### config.mk
export PLATFORM = sky130hd
export DESIGN_NAME = branch_addr_rebuild
export DESIGN_NICKNAME = d
export VERILOG_FILES = /design/src/rtl/bar_pkg.sv /design/src/rtl/bar_collect.sv /design/src/rtl/bar_merge.sv /design/src/rtl/bar_out_stage.sv /design/src/rtl/branch_addr_rebuild.sv
export SDC_FILE = /design/constraint.sdc
export NUM_CORES = 1
export LEC_CHECK = 0
export BUFFER_PORTS_ARGS = -buffer_cell sky130_fd_sc_hd__buf_2
export CORE_MARGIN = 5
export CORE_UTILIZATION = 35
export DETAILED_ROUTE_END_ITERATION = 6
export GPL_TIMING_DRIVEN = 0
export SLEW_MARGIN = 20
export SYNTH_ARGS = -nofsm -noshare
export SYNTH_HDL_FRONTEND = slang
export SYNTH_SLANG_ARGS = --single-unit
export TNS_END_PERCENT = 10
### constraint.sdc
create_clock -name clk -period 2.3 [get_ports clk]
set_input_delay 0.345 -clock clk [delete_from_list [all_inputs] [get_ports clk]]
set_output_delay 0.345 -clock clk [all_outputs]
set_load 0.005 [all_outputs]
### src/rtl/bar_pkg.sv
package bar_pkg;
  localparam int unsigned BAR_ADDR_W   = 32;
  localparam int unsigned BAR_GROUP_W  = 7;
  localparam int unsigned BAR_GROUPS   = 5;
  localparam int unsigned BAR_REASON_W = 3;
endpackage

### src/rtl/bar_collect.sv
// Gathers packet payloads of one sequence and flags its end or an overrun.
module bar_collect #(
  parameter int unsigned GROUP_W = bar_pkg::BAR_GROUP_W,
  parameter int unsigned GROUPS  = bar_pkg::BAR_GROUPS,
  localparam int unsigned CW     = $clog2(GROUPS),
  localparam int unsigned NW     = $clog2(GROUPS + 1)
) (
  input  logic                      clk,
  input  logic                      rst,
  input  logic                      flush,
  input  logic                      take,
  input  logic [GROUP_W:0]          data,
  output logic                      seq_done,
  output logic                      seq_err,
  output logic [NW-1:0]             seq_len,
  output logic [GROUPS*GROUP_W-1:0] seq_bits
);
  logic [CW-1:0]      cnt_q;
  logic [GROUP_W-1:0] held_q [GROUPS-1];
  logic               more;
  logic               at_last;
  logic               use_byte;

  assign more     = data[GROUP_W];
  assign at_last  = (cnt_q == CW'(GROUPS - 1));
  assign use_byte = take && !flush;
  assign seq_done = use_byte && !more;
  assign seq_err  = use_byte && more && at_last;
  assign seq_len  = NW'(cnt_q) + NW'(1);

  always_ff @(posedge clk) begin
    if (rst || flush) begin
      cnt_q <= '0;
    end else if (use_byte) begin
      cnt_q <= (more && !at_last) ? cnt_q + CW'(1) : '0;
    end
  end

  for (genvar g = 0; g < GROUPS - 1; g++) begin : g_hold
    always_ff @(posedge clk) begin
      if (rst) begin
        held_q[g] <= '0;
      end else if (use_byte && more && cnt_q == CW'(g)) begin
        held_q[g] <= data[GROUP_W-1:0];
      end
    end
    assign seq_bits[g*GROUP_W +: GROUP_W] =
      (CW'(g) < cnt_q)  ? held_q[g] :
      (cnt_q == CW'(g)) ? data[GROUP_W-1:0] : '0;
  end

  assign seq_bits[(GROUPS-1)*GROUP_W +: GROUP_W] = at_last ? data[GROUP_W-1:0] : '0;
endmodule

### src/rtl/bar_merge.sv
// Merges the received groups over the retained address.
module bar_merge #(
  parameter int unsigned ADDR_W   = bar_pkg::BAR_ADDR_W,
  parameter int unsigned GROUP_W  = bar_pkg::BAR_GROUP_W,
  parameter int unsigned GROUPS   = bar_pkg::BAR_GROUPS,
  parameter int unsigned REASON_W = bar_pkg::BAR_REASON_W,
  localparam int unsigned NW      = $clog2(GROUPS + 1),
  localparam int unsigned LAST_LO = (GROUPS - 1) * GROUP_W,
  localparam int unsigned LAST_W  = ADDR_W - LAST_LO
) (
  input  logic [ADDR_W-1:0]         old_addr,
  input  logic [GROUPS*GROUP_W-1:0] seq_bits,
  input  logic [NW-1:0]             seq_len,
  output logic [ADDR_W-1:0]         new_addr,
  output logic [REASON_W-1:0]       reason,
  output logic                      full
);
  assign full = (seq_len == NW'(GROUPS));

  for (genvar g = 0; g < GROUPS - 1; g++) begin : g_low
    assign new_addr[g*GROUP_W +: GROUP_W] =
      (seq_len > NW'(g)) ? seq_bits[g*GROUP_W +: GROUP_W] : old_addr[g*GROUP_W +: GROUP_W];
  end

  assign new_addr[LAST_LO +: LAST_W] = full ? seq_bits[LAST_LO +: LAST_W] : old_addr[LAST_LO +: LAST_W];
  assign reason = full ? seq_bits[LAST_LO + LAST_W +: REASON_W] : '0;
endmodule

### src/rtl/bar_out_stage.sv
// Retained address, trust flag and the held result register.
module bar_out_stage #(
  parameter int unsigned ADDR_W   = bar_pkg::BAR_ADDR_W,
  parameter int unsigned REASON_W = bar_pkg::BAR_REASON_W
) (
  input  logic                clk,
  input  logic                rst,
  input  logic                flush,
  input  logic                load,
  input  logic                err_in,
  input  logic                full,
  input  logic [ADDR_W-1:0]   new_addr,
  input  logic [REASON_W-1:0] reason,
  input  logic                res_ready,
  output logic [ADDR_W-1:0]   kept_addr,
  output logic                res_valid,
  output logic [ADDR_W-1:0]   res_addr,
  output logic [REASON_W-1:0] res_reason,
  output logic                res_reason_vld,
  output logic                res_known,
  output logic                proto_err
);
  logic known_q;

  always_ff @(posedge clk) begin
    if (rst || flush) begin
      kept_addr      <= '0;
      known_q        <= 1'b0;
      res_valid      <= 1'b0;
      res_addr       <= '0;
      res_reason     <= '0;
      res_reason_vld <= 1'b0;
      res_known      <= 1'b0;
      proto_err      <= 1'b0;
    end else begin
      proto_err <= err_in;
      if (load) begin
        kept_addr      <= new_addr;
        known_q        <= known_q || full;
        res_valid      <= 1'b1;
        res_addr       <= new_addr;
        res_reason     <= reason;
        res_reason_vld <= full;
        res_known      <= known_q || full;
      end else if (res_ready) begin
        res_valid <= 1'b0;
      end
    end
  end
endmodule

### src/rtl/branch_addr_rebuild.sv
module branch_addr_rebuild #(
  parameter int unsigned ADDR_W   = bar_pkg::BAR_ADDR_W,
  parameter int unsigned GROUP_W  = bar_pkg::BAR_GROUP_W,
  parameter int unsigned GROUPS   = bar_pkg::BAR_GROUPS,
  parameter int unsigned REASON_W = bar_pkg::BAR_REASON_W
) (
  input  logic                clk,
  input  logic                rst,
  input  logic                trace_start,
  input  logic                pkt_valid,
  output logic                pkt_ready,
  input  logic [GROUP_W:0]    pkt_data,
  output logic                res_valid,
  input  logic                res_ready,
  output logic [ADDR_W-1:0]   res_addr,
  output logic [REASON_W-1:0] res_reason,
  output logic                res_reason_vld,
  output logic                res_known,
  output logic                proto_err
);
  localparam int unsigned NW = $clog2(GROUPS + 1);

  logic                      seq_done;
  logic                      seq_err;
  logic [NW-1:0]             seq_len;
  logic [GROUPS*GROUP_W-1:0] seq_bits;
  logic [ADDR_W-1:0]         kept_addr;
  logic [ADDR_W-1:0]         new_addr;
  logic [REASON_W-1:0]       reason;
  logic                      full;

  assign pkt_ready = !res_valid || res_ready;

  bar_collect #(.GROUP_W(GROUP_W), .GROUPS(GROUPS)) collect_i (
    .clk(clk), .rst(rst), .flush(trace_start),
    .take(pkt_valid && pkt_ready), .data(pkt_data),
    .seq_done(seq_done), .seq_err(seq_err),
    .seq_len(seq_len), .seq_bits(seq_bits)
  );

  bar_merge #(.ADDR_W(ADDR_W), .GROUP_W(GROUP_W), .GROUPS(GROUPS), .REASON_W(REASON_W)) merge_i (
    .old_addr(kept_addr), .seq_bits(seq_bits), .seq_len(seq_len),
    .new_addr(new_addr), .reason(reason), .full(full)
  );

  bar_out_stage #(.ADDR_W(ADDR_W), .REASON_W(REASON_W)) out_i (
    .clk(clk), .rst(rst), .flush(trace_start),
    .load(seq_done), .err_in(seq_err), .full(full),
    .new_addr(new_addr), .reason(reason), .res_ready(res_ready),
    .kept_addr(kept_addr), .res_valid(res_valid), .res_addr(res_addr),
    .res_reason(res_reason), .res_reason_vld(res_reason_vld),
    .res_known(res_known), .proto_err(proto_err)
  );
endmodule

==> results_tabular.tex, run 1 <==
\begin{tabular}{lr}
\hline
Metric & Value \\
\hline
\multicolumn{2}{l}{\textbf{Logic synthesis}} \\
\quad Basic-gate share of the synthesized area counting and, or, nand and nor cells & 0.2209 \\
\quad Most common cell in the synthesized netlist & nor2\_1 \\
\quad Number of nets in the synthesized netlist & 339 \\
\quad Top\_reg\_cell synth & dfxtp\_1 \\
\quad Fraction of synthesized area in multiplexers & 0 \\
\quad Xor-xnor portion of the synthesized cell area & 0 \\
\quad Number of enable-type register cells in the synthesized netlist & 28 \\
\quad Synth warnings & 0 \\
\quad Combinational family with the most area after synthesis & simple AND/OR/NAND/NOR gates \\
\quad Post-synth cell types & 36 \\
\quad Flip-flop and latch count after synthesis & 70 \\
\quad Synth Area in Compound Gates & 0.1823 \\
\quad Post-Synthesis Cells & 320 \\
\quad Area share of the largest cell type after synthesis & 0.2704 \\
\quad Post-synth top cells & nor2\_1, dfxtp\_1, a21oi\_1, edfxtp\_1 \\
\quad Sequential area share after synthesis & 0.5408 \\
\quad Cell taking the most area after synthesis & dfxtp\_1 \\
\quad Top cells by area in the synthesized netlist & dfxtp\_1, edfxtp\_1, nor2\_1 \\
\quad Adder-cell share of the synthesized area & 0.02414 \\
\quad Syn\_area\_per\_cell & 9.716 µm² \\
\quad Share of flip-flops with an asynchronous set or reset after synthesis & 0 \\
\quad Area of the mapped netlist & 3109 µm² \\
\multicolumn{2}{l}{\textbf{STA}} \\
\quad Final hold violations & 0 \\
\quad Post-route minimum period & 2.255 ns \\
\quad Max-slew violation count & 0 \\
\quad Setup violation total in the final timing report & 0 \\
\quad RSZ-0062 raised after global routing & true \\
\quad Worst clock skew & 0.01020 ns \\
\quad Worst hold slack across all endpoints & 0.2996 ns \\
\quad Least-Margin Pin Slew & 0.7785 ns \\
\quad Achievable clock frequency & 443.4 MHz \\
\quad Final setup TNS & 0 ns \\
\quad Least setup slack across all paths after layout & 0.04468 ns \\
\quad Remaining max-slew budget at the tightest pin & 0.4767 \\
\quad Final clock period utilization by the worst path & 0.9806 \\
\multicolumn{2}{l}{\textbf{Route}} \\
\quad Drt total wl & 8022 µm \\
\quad Routed length per placed instance & 16.04 µm \\
\quad Routed Antenna Nets & 0 \\
\quad Count of routing violations after the opening detailed-route iteration & 134 \\
\quad Via count & 2574 \\
\quad Remaining DRCs & 0 \\
\quad Vias per Instance & 5.148 \\
\quad Initial DRT Pass Iterations & 4 \\
\multicolumn{2}{l}{\textbf{Critical path}} \\
\quad Required time of the critical path & 2.57 ns \\
\quad Worst reg-to-reg path cell count & 8 \\
\quad Sum of buffers and inverters on the critical path & 3 \\
\quad Critical Path End Type & flip-flop \\
\quad Maximum fanout along the worst path & 10 \\
\quad Critical path's slowest cell & a2111oi\_4 \\
\quad Top Family by Delay on Critical Path & compound AO/OA/AOI/OAI gates \\
\quad Logic depth of the worst setup path including buffers & 8 \\
\quad Critical path data arrival time & 2.52 ns \\
\quad Worst Path Class, Setup & reg2reg \\
\quad Highest cell delay on the worst timing path & 0.40 ns \\
\quad Worst setup SP type & flip-flop \\
\quad Critical Path, Cell by Cell & clkbuf\_16 -> clkinvlp\_4 -> ha\_4 -> or3b\_4 -> a2111oi\_4 -> buf\_6 -> nor2\_1 -> a211oi\_2 \\
\multicolumn{2}{l}{\textbf{Placement}} \\
\quad Global placer's final weighted congestion & 0.8691 \\
\quad Instance count after placement with tap cells included & 480 \\
\quad DP Worst Slack & -0.3055 ns \\
\quad Placed wire-length estimate & 5813 µm \\
\quad Port Buf Inserts & 52 \\
\multicolumn{2}{l}{\textbf{Cells and area}} \\
\quad Area growth from synthesis to layout & 21.65\% \\
\quad Cell Count, Final, Fillers Out & 500 \\
\quad Antenna fix cells & 0 \\
\quad Layout net count & 406 \\
\quad Fraction of final layout cells sized beyond drive strength 1 & 0.2423 \\
\multicolumn{2}{l}{\textbf{GRT}} \\
\quad Largest net degree at the start of global routing & 13 \\
\quad Global-route wire length before repair & 13300 µm \\
\quad Antenna violations before repair & 0 \\
\quad Global routing usage summed across all routing layers & 0.1513 \\
\quad Overflow left after global routing & 0 \\
\quad Via count of the first global-routing pass & 2622 \\
\multicolumn{2}{l}{\textbf{Job}} \\
\quad Number of max-cap violations & 0 \\
\multicolumn{2}{l}{\textbf{Clock tree}} \\
\quad Bufs on Longest Clock Path & 2 \\
\quad Post-CTS clock slew at the launch and capture registers of the worst setup and hold paths & 0.08 ns \\
\quad Clock tree sinks & 70 \\
\quad Clock latency on the worst-skew pair & 0.35 ns \\
\quad CTS tree & built \\
\quad Cell at the root of the clock tree & clkbuf\_8 \\
\quad Cts bufs inserted & 9 \\
\quad Number of buffers inserted for hold repair after clock tree synthesis & 0 \\
\quad Number of H-tree branching levels & 3 \\
\multicolumn{2}{l}{\textbf{Floorplanning}} \\
\quad Starting utilization of the core area & 0.3583 \\
\quad Die Outline Area & 10870 µm² \\
\quad Vert. Die Dim & 104.3 µm \\
\quad I/O pins & 53 \\
\quad CORE AREA & 8678 µm² \\
\quad Std cell rows & 34 \\
\quad Die W & 104.3 µm \\
\multicolumn{2}{l}{\textbf{Worst hold path}} \\
\quad Worst Hold Path Cells & 4 \\
\quad Hold WC Path Type & in2reg \\
\multicolumn{2}{l}{\textbf{Power and ir drop}} \\
\quad Power per cell area & 627.6 nW/µm² \\
\quad P\_leak & 1.499 nW \\
\quad VDD IR max & 0.0002458 V \\
\multicolumn{2}{l}{\textbf{Outcome}} \\
\quad Status & finished clean \\
\hline
\end{tabular}
power by group:
group	switching (mW)	total (mW)	internal [mW]
clock	0.476	0.926	0.450
combinational	0.0942	0.133	0.0386
sequential	0.00665	1.31	1.31
area by class of cell:
class,instances,area (µm²)
Buffer,19,121.4
Clock buffer,10,148.9
Clock inverter,6,32.53
Fill cell,876,4896
Inverter,4,18.77
Multi-Input combinational cell,227,1350
Sequential cell,70,1685
Tap cell,108,135.1
Timing Repair Buffer,56,290.3
tightest hold or removal path: stages:
cell	delay (ns)
buf_2	0.09
nor2_1	0.05
nand2_1	0.06
o21ai_0	0.06
sequential cells by signal, indices dropped and copies added, names as in the netlist:
signal and count:
collect_i.cnt_q 3, collect_i.held_q 28, out_i.kept_addr 32, out_i.proto_err 1, out_i.res_known 1, out_i.res_reason 3, out_i.res_reason_vld 1, out_i.res_valid 1
metrics by stage:
step	utilization	power [mW]	cell area, µm²
floorplan	-	1.412	3112
global placement	0.4041	1.469	3507
detailed placement	0.4041	1.470	3507
CTS	0.4344	2.386	3770
global route	0.4358	2.453	3782
finish	0.4358	2.374	3782
timing repair:
item / in CTS / in global routing
pin swaps: 3 / 2
setup buffers: 4 / 0
setup endpoints to repair: 10 / 13
gates cloned: 0 / 0
endpoints found under the hold margin: 0 / 0
resized for setup: 10 / 4
kinds of logic (layout without fill, tap and decap cells):
group | Yosys count | in the layout
AOI/OAI and AO/OA | 84 | 84
buffers and inverters | 23 | 95
adders and majority gates | 6 | 6
and+or+nand+nor | 137 | 137
DFF | 70 | 70
path summary, 6_finish.rpt:
kind / startpoint / end / slack, ns
hold reg to reg: out_i.res_reason[0] / out_i.res_reason[0] / 0.45
setup / recovery: collect_i.cnt_q[0] / out_i.kept_addr[26] / 0.04
hold / removal: trace_start / out_i.kept_addr[28] / 0.30
setup reg to reg: collect_i.cnt_q[0] / out_i.kept_addr[26] / 0.04
metal layers:
layer,GRT usage,up-vias,share of wire
li1,-,1287,-
met1,0.1933,1216,0.46
met2,0.2450,66,0.48
met3,0.03476,5,0.047
met4,0.06383,0,0.011
met5,0,-,0
placed cells by master (no fill, tap or decap), types with 2 or more instances in the layout:
| cell | Yosys | routed |
|---|---|---|
| buf_2 | 4 | 55 |
| nor2_1 | 50 | 50 |
| dfxtp_1 | 42 | 41 |
| a21oi_1 | 37 | 37 |
| edfxtp_1 | 28 | 28 |
| nand2_1 | 16 | 16 |
| and3_1 | 16 | 16 |
| nand2b_1 | 11 | 11 |
| clkbuf_1 | 13 | 11 |
| a211oi_1 | 11 | 11 |
| o21ai_0 | 11 | 11 |
| clkbuf_8 | 0 | 10 |
| nor2b_1 | 9 | 9 |
| nor3_1 | 9 | 9 |
| nand3_1 | 8 | 8 |
| a2111oi_0 | 7 | 7 |
| a31oi_1 | 7 | 7 |
| and2_1 | 7 | 7 |
| ha_1 | 6 | 4 |
| clkinv_2 | 0 | 4 |
| buf_4 | 0 | 4 |
| inv_1 | 4 | 3 |
| nand4_1 | 3 | 3 |
| a211oi_2 | 3 | 3 |
| clkbuf_16 | 0 | 2 |
| a21o_1 | 2 | 2 |
| a2111oi_4 | 2 | 2 |
| buf_6 | 1 | 2 |
| or2_2 | 2 | 2 |
| nor4_2 | 1 | 2 |
| inv_4 | 0 | 2 |
(Power assumes the default switching activity.)
==> inputs of run 2 (changes only) <==
GPL_ROUTABILITY_DRIVEN = 0   (was default)
MAX_ROUTING_LAYER = met4   (was default)
==> run 2 against run 1 <==
Final area unchanged. Hold slack got worse by 0.0036 ns. Die area stayed put. Critical endpoint unchanged.
==> results_tabular.tex, run 2 (synthesized netlist as in run 1, its figures left out) <==
\begin{tabular}{lr}
\hline
Metric & Value \\
\hline
\multicolumn{2}{l}{\textbf{Job}} \\
\quad Number of max-cap violations & 0 \\
\multicolumn{2}{l}{\textbf{Floorplanning}} \\
\quad Vert. Die Dim & 104.3 µm \\
\quad Std cell rows & 34 \\
\quad I/O pins & 53 \\
\quad Die W & 104.3 µm \\
\quad Starting utilization of the core area & 0.3583 \\
\quad Die Outline Area & 10870 µm² \\
\quad CORE AREA & 8678 µm² \\
\multicolumn{2}{l}{\textbf{Cells and area}} \\
\quad Top library cells by usage in the layout, fill and taps aside & buf\_2, nor2\_1, dfxtp\_1 \\
\quad Fraction of final layout cells sized beyond drive strength 1 & 0.2423 \\
\quad Final cell area excluding filler cells & 3782 µm² \\
\quad Largest Register & out\_i.kept\_addr \\
\quad Most frequent standard cell in the layout excluding fill and tap cells & buf\_2 \\
\quad Layout net count & 406 \\
\quad Registers with the highest flip-flop counts & out\_i.kept\_addr: 32 flops, collect\_i.held\_q: 28 flops \\
\quad Antenna fix cells & 0 \\
\quad Filler cell count & 876 \\
\quad Final Util & 0.4358 \\
\quad Number of flip-flops under the largest register name & 32 \\
\quad Area growth from synthesis to layout & 21.65\% \\
\multicolumn{2}{l}{\textbf{Critical path}} \\
\quad Maximum fanout along the worst path & 10 \\
\quad Worst setup SP type & flip-flop \\
\quad Critical path data arrival time & 2.52 ns \\
\quad Required time of the critical path & 2.57 ns \\
\quad Worst Path Class, Setup & reg2reg \\
\quad Critical Path End Type & flip-flop \\
\multicolumn{2}{l}{\textbf{STA}} \\
\quad Remaining max-slew budget at the tightest pin & 0.4909 \\
\quad Least-Margin Pin Slew & 0.7574 ns \\
\quad Post-route minimum period & 2.255 ns \\
\quad Final hold violations & 0 \\
\quad Worst clock skew & 0.01079 ns \\
\quad RSZ-0062 raised after global routing & true \\
\quad Achievable clock frequency & 443.4 MHz \\
\quad Final clock period utilization by the worst path & 0.9806 \\
\quad Worst hold slack across all endpoints & 0.2959 ns \\
\quad Max-slew violation count & 0 \\
\quad Least setup slack across all paths after layout & 0.04473 ns \\
\quad Final setup TNS & 0 ns \\
\quad Setup violation total in the final timing report & 0 \\
\multicolumn{2}{l}{\textbf{Outcome}} \\
\quad Status & finished clean \\
\multicolumn{2}{l}{\textbf{Clock tree}} \\
\quad Cell at the root of the clock tree & clkbuf\_8 \\
\quad Clock latency on the worst-skew pair & 0.35 ns \\
\quad Number of H-tree branching levels & 3 \\
\quad Clock tree sinks & 70 \\
\quad CTS tree & built \\
\quad Cts bufs inserted & 9 \\
\quad Bufs on Longest Clock Path & 2 \\
\quad Post-CTS clock slew at the launch and capture registers of the worst setup and hold paths & 0.08 ns \\
\multicolumn{2}{l}{\textbf{GRT}} \\
\quad Global routing usage summed across all routing layers & 0.1557 \\
\quad Largest net degree at the start of global routing & 13 \\
\quad Overflow left after global routing & 0 \\
\quad Via count of the first global-routing pass & 2619 \\
\quad Antenna violations before repair & 0 \\
\quad Global-route wire length before repair & 13320 µm \\
\multicolumn{2}{l}{\textbf{Route}} \\
\quad Remaining DRCs & 0 \\
\quad Routed Antenna Nets & 0 \\
\quad Count of routing violations after the opening detailed-route iteration & 183 \\
\quad Initial DRT Pass Iterations & 4 \\
\quad Routed length per placed instance & 16.03 µm \\
\quad Via count & 2582 \\
\quad Drt total wl & 8015 µm \\
\quad Vias per Instance & 5.164 \\
\multicolumn{2}{l}{\textbf{Placement}} \\
\quad Post-detailed-placement cell area & 3507 µm² \\
\quad DP Worst Slack & -0.3055 ns \\
\quad Placed wire-length estimate & 5813 µm \\
\quad Port Buf Inserts & 52 \\
\multicolumn{2}{l}{\textbf{Power and ir drop}} \\
\quad VDD IR max & 0.0002461 V \\
\quad P\_leak & 1.499 nW \\
\quad Power per cell area & 626.6 nW/µm² \\
\multicolumn{2}{l}{\textbf{Worst hold path}} \\
\quad Hold WC Path Type & in2reg \\
\hline
\end{tabular}
## run 2: cell counts in the layout (fill, tap and decap cells not counted)
No cell type changed its count.
## run 2: final timing paths
path	startpoint	endpoint	slack (ns)	cells past startpoint
max	collect_i.cnt_q[0]	out_i.kept_addr[26]	0.04	8
min	trace_start	out_i.kept_addr[28]	0.30	4
max reg2reg	collect_i.cnt_q[0]	out_i.kept_addr[26]	0.04	8
min reg2reg	out_i.res_reason[0]	out_i.res_reason[0]	0.45	2
## run 2: metal layers
metal,up-vias,track usage,wire (µm)
li1,1291,-,-
met1,1219,0.1945,3784
met2,59,0.2450,3755
met3,13,0.03352,312
met4,0,0.06383,163
met5,-,-,0
## run 2: worst max-delay path, cell delays in order (launching register included)
cell and delay [ns]:
dfxtp_4 0.37, clkbuf_16 0.15, clkinvlp_4 0.14, ha_4 0.29, or3b_4 0.38, a2111oi_4 0.40, buf_6 0.20, nor2_1 0.06
a211oi_2 0.18
## run 2: cell type report
type	instances	area [µm²]	share of cell area
clock inverters	6	32.53	0.008601
clock buffers	10	148.9	0.03936
inverters	4	18.77	0.004962
plain buffers	19	121.4	0.03209
repair buffers	56	290.3	0.07674
flip-flops and latches	70	1685	0.4456
well taps	108	135.1	0.03573
multi-input cells	227	1350	0.3569
## run 2: power breakdown
group          internal, mW  switching, mW  leakage (nW)  total (mW)
clock network         0.450          0.473         0.102       0.923
logic                0.0386         0.0940         0.765       0.133
registers              1.31        0.00663         0.632        1.31
## run 2: timing repair
| item | CTS | global route |
|---|---|---|
| hold buffers | 0 | 0 |
| pin swaps | 3 | 2 |
| gates resized for setup | 10 | 4 |
| hold endpoints to repair | 0 | 0 |
| setup buffers | 4 | 0 |
| setup endpoints to repair | 10 | 13 |
## run 2: through the flow
stage          cells  total power [mW]
4_1_cts          500             2.386
3_3_place_gp     480             1.469
6_report         500             2.370
5_1_grt          500             2.453
3_5_place_dp     480             1.470
2_1_floorplan    320             1.412
